[src/rtl/rtcPkg.sv]
package rtcPkg;

  typedef struct packed {
    logic [7:0] year;
    logic [7:0] month;
    logic [7:0] mday;
    logic [7:0] wday;
    logic [7:0] hours;
    logic [7:0] mins;
    logic [7:0] secs;
  } rtcTime_t;

  typedef struct packed {
    logic advance;
    logic refresh;
    logic load;
  } rtcStrobe_t;

  localparam int REG_CTRL  = 0;
  localparam int REG_SECS  = 1;
  localparam int REG_MINS  = 2;
  localparam int REG_HOURS = 3;
  localparam int REG_WDAY  = 4;
  localparam int REG_MDAY  = 5;
  localparam int REG_MONTH = 6;
  localparam int REG_YEAR  = 7;
  localparam int NUM_REGS  = 8;

  localparam logic [7:0] SECS_MASK  = 8'h7F;
  localparam logic [7:0] MINS_MASK  = 8'h7F;
  localparam logic [7:0] HOURS_MASK = 8'h3F;
  localparam logic [7:0] WDAY_MASK  = 8'h07;
  localparam logic [7:0] MDAY_MASK  = 8'h3F;
  localparam logic [7:0] MONTH_MASK = 8'h1F;
  localparam logic [7:0] YEAR_MASK  = 8'hFF;

  localparam logic [7:0] SECS_LAST  = 8'h59;
  localparam logic [7:0] MINS_LAST  = 8'h59;
  localparam logic [7:0] HOURS_LAST = 8'h23;
  localparam logic [7:0] WDAY_LAST  = 8'h07;
  localparam logic [7:0] MONTH_LAST = 8'h12;
  localparam logic [7:0] YEAR_LAST  = 8'h99;

  localparam int LOAD_BIT = 7;
  localparam int SNAP_BIT = 6;
  localparam int HALT_BIT = 7;
  localparam int TEST_BIT = 6;

  localparam rtcTime_t RESET_TIME = '{
    year: 8'h00, month: 8'h01, mday: 8'h01, wday: 8'h01,
    hours: 8'h00, mins: 8'h00, secs: 8'h00
  };

  // Next BCD value of a two-digit field, no wrap handling.
  function automatic logic [7:0] bcdInc(input logic [7:0] v);
    if (v[3:0] == 4'd9) return {v[7:4] + 4'd1, 4'd0};
    return {v[7:4], v[3:0] + 4'd1};
  endfunction

  // Ten mod four equals two, so the tens digit contributes 2*(tens&1).
  function automatic logic isLeapYear(input logic [7:0] year);
    logic [1:0] rem;
    rem = year[1:0] + {year[4], 1'b0};
    return rem == 2'd0;
  endfunction

  function automatic logic [7:0] daysInMonth(input logic [7:0] month,
                                             input logic [7:0] year);
    case (month)
      8'h02:                      return isLeapYear(year) ? 8'h29 : 8'h28;
      8'h04, 8'h06, 8'h09, 8'h11: return 8'h30;
      default:                    return 8'h31;
    endcase
  endfunction

endpackage

[src/rtl/rtcControl.sv]
module rtcControl
  import rtcPkg::*;
#(
  parameter int ADDR_W = 3
) (
  input  logic              clk,
  input  logic              rstN,
  input  logic              oneSecTick,
  input  logic              wrEn,
  input  logic [ADDR_W-1:0] addr,
  input  logic [7:0]        wrData,
  input  logic              stopBit,
  output logic [7:0]        ctrlReg,
  output rtcStrobe_t        strb
);

  logic ctrlWr;
  logic haltNow;
  logic refreshPend;

  assign ctrlWr  = wrEn && (addr == ADDR_W'(REG_CTRL));
  assign haltNow = ctrlReg[LOAD_BIT] | ctrlReg[SNAP_BIT];

  // Transfer happens only on the 1 -> 0 edge of the load bit.
  assign strb.load    = ctrlWr && ctrlReg[LOAD_BIT] && !wrData[LOAD_BIT];
  assign strb.advance = oneSecTick && !stopBit && !strb.load;
  assign strb.refresh = refreshPend;

  always_ff @(posedge clk or negedge rstN) begin
    if (!rstN) begin
      ctrlReg     <= '0;
      refreshPend <= 1'b0;
    end else begin
      if (ctrlWr) ctrlReg <= wrData;
      // Halt status sampled before this edge: a halt written now lets a
      // refresh already decided go through.
      refreshPend <= oneSecTick && !haltNow;
    end
  end

endmodule

[src/rtl/rtcCounters.sv]
module rtcCounters
  import rtcPkg::*;
(
  input  logic     clk,
  input  logic     rstN,
  input  logic     advance,
  input  logic     load,
  input  rtcTime_t loadTime,
  output rtcTime_t cntTime
);

  rtcTime_t nxtTime;
  logic     secWrap, minWrap, hourWrap, dayWrap, monWrap;

  assign secWrap  = cntTime.secs  == SECS_LAST;
  assign minWrap  = secWrap  && (cntTime.mins  == MINS_LAST);
  assign hourWrap = minWrap  && (cntTime.hours == HOURS_LAST);
  assign dayWrap  = hourWrap && (cntTime.mday  == daysInMonth(cntTime.month, cntTime.year));
  assign monWrap  = dayWrap  && (cntTime.month == MONTH_LAST);

  always_comb begin
    nxtTime      = cntTime;
    nxtTime.secs = secWrap ? 8'h00 : bcdInc(cntTime.secs);
    if (secWrap)
      nxtTime.mins = (cntTime.mins == MINS_LAST) ? 8'h00 : bcdInc(cntTime.mins);
    if (minWrap)
      nxtTime.hours = (cntTime.hours == HOURS_LAST) ? 8'h00 : bcdInc(cntTime.hours);
    if (hourWrap) begin
      nxtTime.wday = (cntTime.wday == WDAY_LAST) ? 8'h01 : bcdInc(cntTime.wday);
      nxtTime.mday = dayWrap ? 8'h01 : bcdInc(cntTime.mday);
    end
    if (dayWrap)
      nxtTime.month = monWrap ? 8'h01 : bcdInc(cntTime.month);
    if (monWrap)
      nxtTime.year = (cntTime.year == YEAR_LAST) ? 8'h00 : bcdInc(cntTime.year);
  end

  always_ff @(posedge clk or negedge rstN) begin
    if (!rstN)        cntTime <= RESET_TIME;
    else if (load)    cntTime <= loadTime;
    else if (advance) cntTime <= nxtTime;
  end

endmodule

[src/rtl/rtcRegBank.sv]
module rtcRegBank
  import rtcPkg::*;
#(
  parameter int ADDR_W = 3
) (
  input  logic              clk,
  input  logic              rstN,
  input  logic              refresh,
  input  logic              wrEn,
  input  logic [ADDR_W-1:0] addr,
  input  logic [7:0]        wrData,
  input  logic [7:0]        ctrlReg,
  input  rtcTime_t          cntTime,
  output rtcTime_t          visTime,
  output logic              stopBit,
  output logic [7:0]        rdData
);

  localparam int FIELD_CNT = NUM_REGS - 1;

  logic testBit;

  always_ff @(posedge clk or negedge rstN) begin
    if (!rstN) begin
      visTime <= RESET_TIME;
      stopBit <= 1'b0;
      testBit <= 1'b0;
    end else begin
      if (wrEn && addr == ADDR_W'(REG_SECS)) stopBit <= wrData[HALT_BIT];
      if (wrEn && addr == ADDR_W'(REG_WDAY)) testBit <= wrData[TEST_BIT];
      if (refresh) begin
        visTime <= cntTime;
      end else if (wrEn) begin
        case (addr)
          ADDR_W'(REG_SECS):  visTime.secs  <= wrData & SECS_MASK;
          ADDR_W'(REG_MINS):  visTime.mins  <= wrData & MINS_MASK;
          ADDR_W'(REG_HOURS): visTime.hours <= wrData & HOURS_MASK;
          ADDR_W'(REG_WDAY):  visTime.wday  <= wrData & WDAY_MASK;
          ADDR_W'(REG_MDAY):  visTime.mday  <= wrData & MDAY_MASK;
          ADDR_W'(REG_MONTH): visTime.month <= wrData & MONTH_MASK;
          ADDR_W'(REG_YEAR):  visTime.year  <= wrData & YEAR_MASK;
          default: ;
        endcase
      end
    end
  end

  always_comb begin
    case (addr)
      ADDR_W'(REG_CTRL):  rdData = ctrlReg;
      ADDR_W'(REG_SECS):  rdData = {stopBit, visTime.secs[6:0]};
      ADDR_W'(REG_MINS):  rdData = visTime.mins;
      ADDR_W'(REG_HOURS): rdData = visTime.hours;
      ADDR_W'(REG_WDAY):  rdData = {1'b0, testBit, 3'b000, visTime.wday[2:0]};
      ADDR_W'(REG_MDAY):  rdData = visTime.mday;
      ADDR_W'(REG_MONTH): rdData = visTime.month;
      ADDR_W'(REG_YEAR):  rdData = visTime.year;
      default:            rdData = (FIELD_CNT > 0) ? 8'h00 : 8'h00;
    endcase
  end

endmodule

[src/rtl/rtcRegFile.sv]
module rtcRegFile
  import rtcPkg::*;
#(
  parameter int ADDR_W = 3
) (
  input  logic              clk,
  input  logic              rstN,
  input  logic              oneSecTick,
  input  logic              wrEn,
  input  logic [ADDR_W-1:0] addr,
  input  logic [7:0]        wrData,
  output logic [7:0]        rdData
);

  rtcStrobe_t strb;
  rtcTime_t   cntTime;
  rtcTime_t   visTime;
  logic [7:0] ctrlReg;
  logic       stopBit;

  rtcControl #(.ADDR_W(ADDR_W)) ctrl_i (
    .clk(clk), .rstN(rstN), .oneSecTick(oneSecTick), .wrEn(wrEn),
    .addr(addr), .wrData(wrData), .stopBit(stopBit),
    .ctrlReg(ctrlReg), .strb(strb)
  );

  rtcCounters cnt_i (
    .clk(clk), .rstN(rstN), .advance(strb.advance), .load(strb.load),
    .loadTime(visTime), .cntTime(cntTime)
  );

  rtcRegBank #(.ADDR_W(ADDR_W)) bank_i (
    .clk(clk), .rstN(rstN), .refresh(strb.refresh), .wrEn(wrEn),
    .addr(addr), .wrData(wrData), .ctrlReg(ctrlReg), .cntTime(cntTime),
    .visTime(visTime), .stopBit(stopBit), .rdData(rdData)
  );

endmodule

[config.mk]
export PLATFORM = sky130hd
export DESIGN_NAME = rtcRegFile
export DESIGN_NICKNAME = d
export VERILOG_FILES = /design/src/rtl/rtcPkg.sv /design/src/rtl/rtcControl.sv /design/src/rtl/rtcCounters.sv /design/src/rtl/rtcRegBank.sv /design/src/rtl/rtcRegFile.sv
export SDC_FILE = /design/constraint.sdc
export NUM_CORES = 1
export LEC_CHECK = 0
export BUFFER_PORTS_ARGS = -buffer_cell sky130_fd_sc_hd__buf_2
export CELL_PAD_IN_SITES_DETAIL_PLACEMENT = 0
export CELL_PAD_IN_SITES_GLOBAL_PLACEMENT = 1
export CORE_MARGIN = 2
export CORE_UTILIZATION = 49
export DETAILED_ROUTE_END_ITERATION = 6
export GPL_TIMING_DRIVEN = 0
export HOLD_SLACK_MARGIN = 0.12
export PLACE_DENSITY = 0.89
export SLEW_MARGIN = 30
export SYNTH_ARGS = -nofsm -noshare
export SYNTH_HDL_FRONTEND = slang
export SYNTH_SLANG_ARGS = --single-unit
[constraint.sdc]
create_clock -name clk -period 2.7 [get_ports clk]
set_clock_uncertainty 0.05 [all_clocks]
set_input_delay 0 -clock clk [delete_from_list [all_inputs] [get_ports clk]]
set_output_delay 0 -clock clk [all_outputs]
set_load 0.005 [all_outputs]
==> qor.csv, run 1 <==
metric,value,unit
status,"complete, no violations",
fin nets,943,
I/O pin count,23,
DIE AREA,16000,um^2
Leak,3.848,nW
hold path endpoint,bank_i.visTime[7],
Residual DRC,0,
GRT Total Usage,0.3128,
R2R setup slack,0.06,ns
Max Cap Viol,0,
Area Growth Syn to Fin,20.70,%
grt ovf,0,
largest net degree at the start of global routing,65,
Worst Setup Start Kind,flip-flop,
area of the multi-input gates,4161,um^2
layout cells sized above 1,0.1636,
core area,14590,um^2
Tot Pwr,0.006683,W
Worst Hold Launch,wrEn,
top_reg_cell synth,dfrtp_1,
CTS buffer count,17,
"top cells by area, synth","dfrtp_1, o21ai_0, mux2i_1",
fmax,0.3781,GHz
Synth Area in Simple Gates,0.2019,
pre-CTS WS,-0.5257,ns
max-slew violations,0,
most common cell in the netlist,dfrtp_1,
"Seq/Total Area, Yosys",0.4197,
Synth Net Count,869,
synthesized instance count,830,
Starting Density,0.5039,
period utilisation layout,0.9796,
launch point of the worst reg-to-reg path,cnt_i.cntTime[42],
Compound-Gate Fraction of Synth Area,0.2039,
dominant cell type by area after synthesis,dfrtp_1,
first-pass GRT wire length,38190,um
CP endpoint kind,flip-flop,
Max Fanout on Critical Path,9,
Max VDD drop,0.0005122,V
register area,3093,um^2
CP required,3.02,ns
Crit Path Class,flip-flop to flip-flop,
P per Cell Area,753.2,nW/um^2
1st-iter DRT viols,1117,
HP Class,primary input to flip-flop,
Synth top area share,0.3983,
utilization after layout,0.6081,
Worst-path clk slew,0.06,ns
CTS root buffer,clkbuf_16,
vias per cell,6.460,
worst slew pin tran,0.9117,ns
Max Root-Sink Buffers,2,
synthesis warning total,0,
"FFs w/ async S/R, synth",1.000,
min Tclk post-route,2.645,ns
clock latency on the worst-skew pair,0.44,ns
Final HPWL DP,16970,um
Post-Synth XOR/XNOR Area,0.002383,
TritonRoute pass-1 iters,5,
final hold violations,0,
post-synthesis cell type count,72,
hold path depth,4,
Relative slew margins,0.3922,
DRT Wirelength,25010,um
# fillers,1220,
reg2reg end,cnt_i.cntTime[55],
vias post-DR,7113,
floorplan die height,126.5,um
H-Tree Depth,4,
mux share of post-synthesis cell area,0.09072,
Synth Area in Adders,0.04085,
post-route ant nets,0,
Synth Area per Inst,8.856,um^2
Worst Slack Setup Final,0.05502,ns
main combinational cell family by area after synthesis,compound AO/OA/AOI/OAI gates,
synth cell count leaders,"dfrtp_1, nand2_1, o21ai_0",
critical path data arrival time,2.97,ns
I/O Buffers,19,
Reg2Reg Depth,7,
RSZ-0062 raised after global routing,yes,
Routed WL per cell,22.72,um
GP Congestion,0.9637,
number of setup violations in the final report,0,
TritonCTS clock tree,yes,
"EDFF count, synth",0,
Rows,44,
initial antenna violation count,0,
Die X,126.5,um
CTS Sinks,123,
Mapped Area,7351,um^2
"flops & latches, synth",123,
# diodes,0,
vias in the first global route,6700,
==> power by group <==
part / switching [W] / total [W] / leakage, nW / internal [W]
sequential: 0.000531 / 0.00283 / 1.55 / 0.00230
clock: 0.000880 / 0.00244 / 0.296 / 0.00156
combinational: 0.000818 / 0.00141 / 2.00 / 0.000591
==> cells in the final DEF, fill, tap and decap left out, types with 8 or more instances in the layout <==
| cell type | Yosys | layout |
|---|---|---|
| nand2_1 | 111 | 110 |
| o21ai_0 | 111 | 108 |
| nor2_1 | 51 | 48 |
| a21oi_1 | 59 | 58 |
| nor3b_1 | 8 | 8 |
| nor3_1 | 25 | 24 |
| nand3_1 | 29 | 28 |
| buf_4 | 1 | 23 |
| clkbuf_1 | 33 | 34 |
| clkbuf_16 | 0 | 17 |
| dfrtp_1 | 117 | 111 |
| dlygate4sd3_1 | 0 | 12 |
| and3_1 | 8 | 8 |
| nand2b_1 | 10 | 9 |
| mux2_2 | 13 | 13 |
| inv_1 | 26 | 24 |
| buf_2 | 7 | 22 |
| ha_1 | 24 | 23 |
| mux2i_1 | 52 | 52 |
| nor2b_1 | 9 | 9 |
==> metal layers <==
layer | up-vias | routed length [um] | GRT usage
met5 | - | 0 | 0
met1 | 3469 | 10250 | 0.4346
met3 | 81 | 2644 | 0.07803
met4 | 0 | 968 | 0.1273
li1 | 3160 | - | -
met2 | 403 | 11150 | 0.4706
==> worst max path at each step <==
stage / slack (ns) / startpoint / cells after the start / endpoint
5_1_grt: -0.04 / cnt_i.cntTime[9] / 10 / cnt_i.cntTime[55]
4_1_cts: 0.006 / cnt_i.cntTime[44] / 10 / cnt_i.cntTime[51]
6_report: 0.06 / cnt_i.cntTime[42] / 7 / cnt_i.cntTime[55]
3_5_place_dp: -0.53 / cnt_i.cntTime[16] / 7 / cnt_i.cntTime[55]
2_1_floorplan: 0.18 / cnt_i.cntTime[44] / 9 / cnt_i.cntTime[52]
3_3_place_gp: -0.37 / cnt_i.cntTime[16] / 7 / cnt_i.cntTime[54]
==> cell families (layout without fill, tap and decap cells) <==
family	Yosys count	count (layout)
AOI/OAI and AO/OA	247	247
xor gates and xnor gates	2	2
adders and majority gates	24	24
buffers and inverters	74	161
DFF	123	123
muxes	65	65
and+or+nand+nor	295	295
==> worst max-delay path, stage by stage (launching register included) <==
cell and delay (ns):
dfrtp_1 0.35, buf_2 0.18, nor4b_1 0.57, and3_1 0.47, and2_1 0.30, nand3_2 0.18
nor4_1 0.34, a211o_1 0.14
==> repair_timing <==
action                                  4_1_cts  5_1_grt
resized for setup                            16       35
endpoints found under the setup margin       29       33
setup buffers                                 6       17
hold endpoints to repair                    173        0
pin swaps                                     3       12
hold buffers                                 13        0
==> state kept, by name (all words and copies together), names as in the netlist <==
signal / count
cnt_i.cntTime: 56
ctrl_i.refreshPend: 1
bank_i.testBit: 1
bank_i.stopBit: 1
bank_i.visTime: 56
ctrl_i.ctrlReg: 8
==> through the flow <==
stage               hold slack, ns  cells  setup TNS (ns)  area [um^2]
global placement            0.2483   1033          -16.88         7676
CTS                         0.2086   1085               0         8626
floorplan                  -0.3456    830               0         7351
detailed placement        -0.08243   1034          -12.86         7714
finish                      0.1830   1101               0         8872
global route                0.2168   1101         -0.1904         8872
==> layout make-up <==
cell class	count	area share
Clock inverter	12	0.01932
Sequential cell	123	0.3486
Multi-Input combinational cell	633	0.4690
Tap cell	184	0.02595
Buffer	47	0.02341
Inverter	26	0.01100
Timing Repair Buffer	56	0.05232
Clock buffer	20	0.05035
No activity file was read; power rests on OpenSTA's default activity.
==> run 2: changes to the inputs <==
--- a/config.mk
+++ b/config.mk
@@ -5,16 +5,17 @@
 export SDC_FILE = /design/constraint.sdc
 export NUM_CORES = 1
 export LEC_CHECK = 0
-export BUFFER_PORTS_ARGS = -buffer_cell sky130_fd_sc_hd__buf_2
 export CELL_PAD_IN_SITES_DETAIL_PLACEMENT = 0
 export CELL_PAD_IN_SITES_GLOBAL_PLACEMENT = 1
 export CORE_MARGIN = 2
-export CORE_UTILIZATION = 49
+export CORE_UTILIZATION = 50
 export DETAILED_ROUTE_END_ITERATION = 6
+export DONT_BUFFER_PORTS = 1
 export GPL_TIMING_DRIVEN = 0
 export HOLD_SLACK_MARGIN = 0.12
-export PLACE_DENSITY = 0.89
+export PLACE_DENSITY = 0.9
 export SLEW_MARGIN = 30
 export SYNTH_ARGS = -nofsm -noshare
 export SYNTH_HDL_FRONTEND = slang
 export SYNTH_SLANG_ARGS = --single-unit
+export TNS_END_PERCENT = 20
==> run 2 against run 1 <==
The run now ends with hold timing left. Maximum frequency shrank 0.67%. Worst setup slack lost 0.018 ns. Register-to-register slack lost 0.02 ns. Critical path depth grew 2. Global-route usage grew 0.67 points. Die area shrank 1.9%. Utilization shrank 1.4 points. Non-clock buffer count shrank 24. Power shrank 7.8%. Clock power shrank 17%. Combinational power shrank 7%. Largest cell class unchanged. Largest power group unchanged.
==> qor.csv, run 2 (synthesis results as in run 1) <==
metric,value,unit,change
Area Growth Syn to Fin,16.61,%,was 20.70%
layout cells sized above 1,0.1288,,was 0.1636
P per Cell Area,718.7,nW/um^2,was 753.2 nW/um^2
critical path data arrival time,2.99,ns,was 2.97 ns
Max VDD drop,0.0004703,V,was 0.0005122 V
most frequent cells in the layout,"dfrtp_1, nand2_1, o21ai_0",,unchanged
reg2reg end,cnt_i.cntTime[55],,unchanged
Placed Cells,1014,,"was 1,034"
core area,14420,um^2,"was 14,590 um^2"
Rows,44,,unchanged
Max Fanout on Critical Path,9,,unchanged
HP Class,primary input to asynchronous set/reset pin,,was primary input to flip-flop
CP required,3.02,ns,about the same
GP Congestion,0.9843,,was 0.9637
Reg2Reg Depth,9,,was 7
# fillers,1259,,"was 1,220"
utilization after layout,0.5943,,was 0.6081
largest net degree at the start of global routing,124,,was 65
GRT Total Usage,0.3195,,was 0.3128
CTS root buffer,clkbuf_16,,unchanged
I/O Buffers,0,,was 19
clock latency on the worst-skew pair,0.43,ns,was 0.44 ns
min Tclk post-route,2.663,ns,was 2.645 ns
fmax,0.3756,GHz,was 0.3781 GHz
Hold WS,-0.7880,ns,was 0.1830 ns
launch point of the worst reg-to-reg path,cnt_i.cntTime[42],,unchanged
grt ovf,0,,unchanged
Relative slew margins,0.4032,,was 0.3922
Routed WL per cell,23.28,um,was 22.72 um
vias in the first global route,6738,,"was 6,700"
setup TNS,0,ns,unchanged
Max Cap Viol,0,,unchanged
crit path capture,cnt_i.cntTime[55],,unchanged
TritonRoute pass-1 iters,5,,unchanged
initial antenna violation count,1,,was 0
CP Launch Point,cnt_i.cntTime[42],,unchanged
Crit Path Class,flip-flop to flip-flop,,unchanged
floorplan die height,125.3,um,was 126.5 um
1st-iter DRT viols,710,,"was 1,117"
fin nets,919,,was 943
TritonCTS clock tree,yes,,unchanged
CTS buffer count,17,,unchanged
I/O pin count,23,,unchanged
Starting Density,0.5096,,was 0.5039
number of setup violations in the final report,0,,unchanged
CTS Sinks,123,,unchanged
post-route ant nets,0,,unchanged
CP endpoint kind,flip-flop,,unchanged
DIE AREA,15690,um^2,"was 16,000 um^2"
first-pass GRT wire length,38700,um,"was 38,190 um"
vias post-DR,7011,,"was 7,113"
Post-CTS Hold Buffers,12,,was 13
worst slew pin tran,0.8904,ns,was 0.9117 ns
RSZ-0062 raised after global routing,yes,,unchanged
vias per cell,6.504,,was 6.460
violated checks,hold timing,,
Final HPWL DP,16890,um,"was 16,970 um"
Die X,125.3,um,was 126.5 um
"most common cell after layout, fill and taps aside",dfrtp_1,,unchanged
H-Tree Depth,4,,unchanged
Leak,3.693,nW,was 3.848 nW
period utilisation layout,0.9862,,was 0.9796
R2R setup slack,0.04,ns,was 0.06 ns
max-slew violations,0,,unchanged
Worst-path clk slew,0.06,ns,about the same
DRT Wirelength,25100,um,"was 25,010 um"
status,finished with violations,,"was complete, no violations"
final hold violations,123,,was 0
Non-Filler Instances,1078,,"was 1,101"
Max Root-Sink Buffers,2,,unchanged
Largest regs,"bank_i.visTime: 56 flops, cnt_i.cntTime: 56 flops, ctrl_i.ctrlReg: 8 flops",,unchanged
Worst Setup Start Kind,flip-flop,,unchanged
Residual DRC,0,,unchanged
-- run 2: worst min path at each step --
stage	end	depth (start not counted)	slack, ns	startpoint
after floorplan	bank_i.stopBit	0	-0.35	rstN
after global placement	cnt_i.cntTime[51]	0	-0.34	rstN
after detailed placement	cnt_i.cntTime[51]	0	-0.34	rstN
after CTS	bank_i.visTime[42]	0	-0.79	rstN
after global routing	cnt_i.cntTime[50]	0	-0.80	rstN
final	cnt_i.cntTime[51]	0	-0.79	rstN
-- run 2: critical path, stage by stage (launching register included) --
cell and delay, ns:
dfrtp_1 0.35, buf_2 0.18, or4b_4 0.58, nor4_4 0.29, o2111ai_4 0.20, nor2_4 0.16
buf_4 0.13, nand3_2 0.13, nor4_1 0.36, a211o_1 0.15
-- run 2: what timing repair did --
item | 4_1_cts | 5_1_grt
pin swaps | 3 | 9
gates resized for setup | 15 | 31
setup buffers | 4 | 15
setup endpoints to repair | 33 | 32
endpoints found under the hold margin | 178 | 123
-- run 2: metal layers --
metal	vias to the layer above	GRT usage	wire length [um]	part of all wire
li1	3114	-	-	-
met1	3414	0.4103	9822	0.39
met2	378	0.4994	11580	0.46
met3	105	0.07916	2269	0.090
met4	0	0.1725	1421	0.057
met5	-	0	0	0
-- run 2: cell type report --
type | instances | area [um^2] | area share
Clock inverter | 5 | 25.02 | 0.002919
Antenna cell | 1 | 2.502 | 0.0002919
Tap cell | 184 | 230.2 | 0.02686
Timing Repair Buffer | 31 | 266.5 | 0.03109
Multi-Input combinational cell | 633 | 4167 | 0.4861
Buffer | 48 | 211.5 | 0.02467
Sequential cell | 123 | 3089 | 0.3604
Inverter | 26 | 97.59 | 0.01139
Clock buffer | 27 | 483.0 | 0.05634
-- run 2: per-stage QoR --
stage                     total power (W)  setup WS (ns)  cell area [um^2]
after detailed placement         0.004009        -0.3865              7581
after floorplan                  0.003543         0.1809              7351
final                            0.006161        0.03724              8572
after CTS                        0.006077      0.0005345              8330
after global routing             0.006431        -0.1047              8572
after global placement           0.003936        -0.3794              7581
-- run 2: power breakdown --
part,total [W],internal (W),switching [W]
clock network,0.00203,0.00121,0.000823
registers,0.00282,0.00230,0.000521
logic,0.00131,0.000551,0.000757
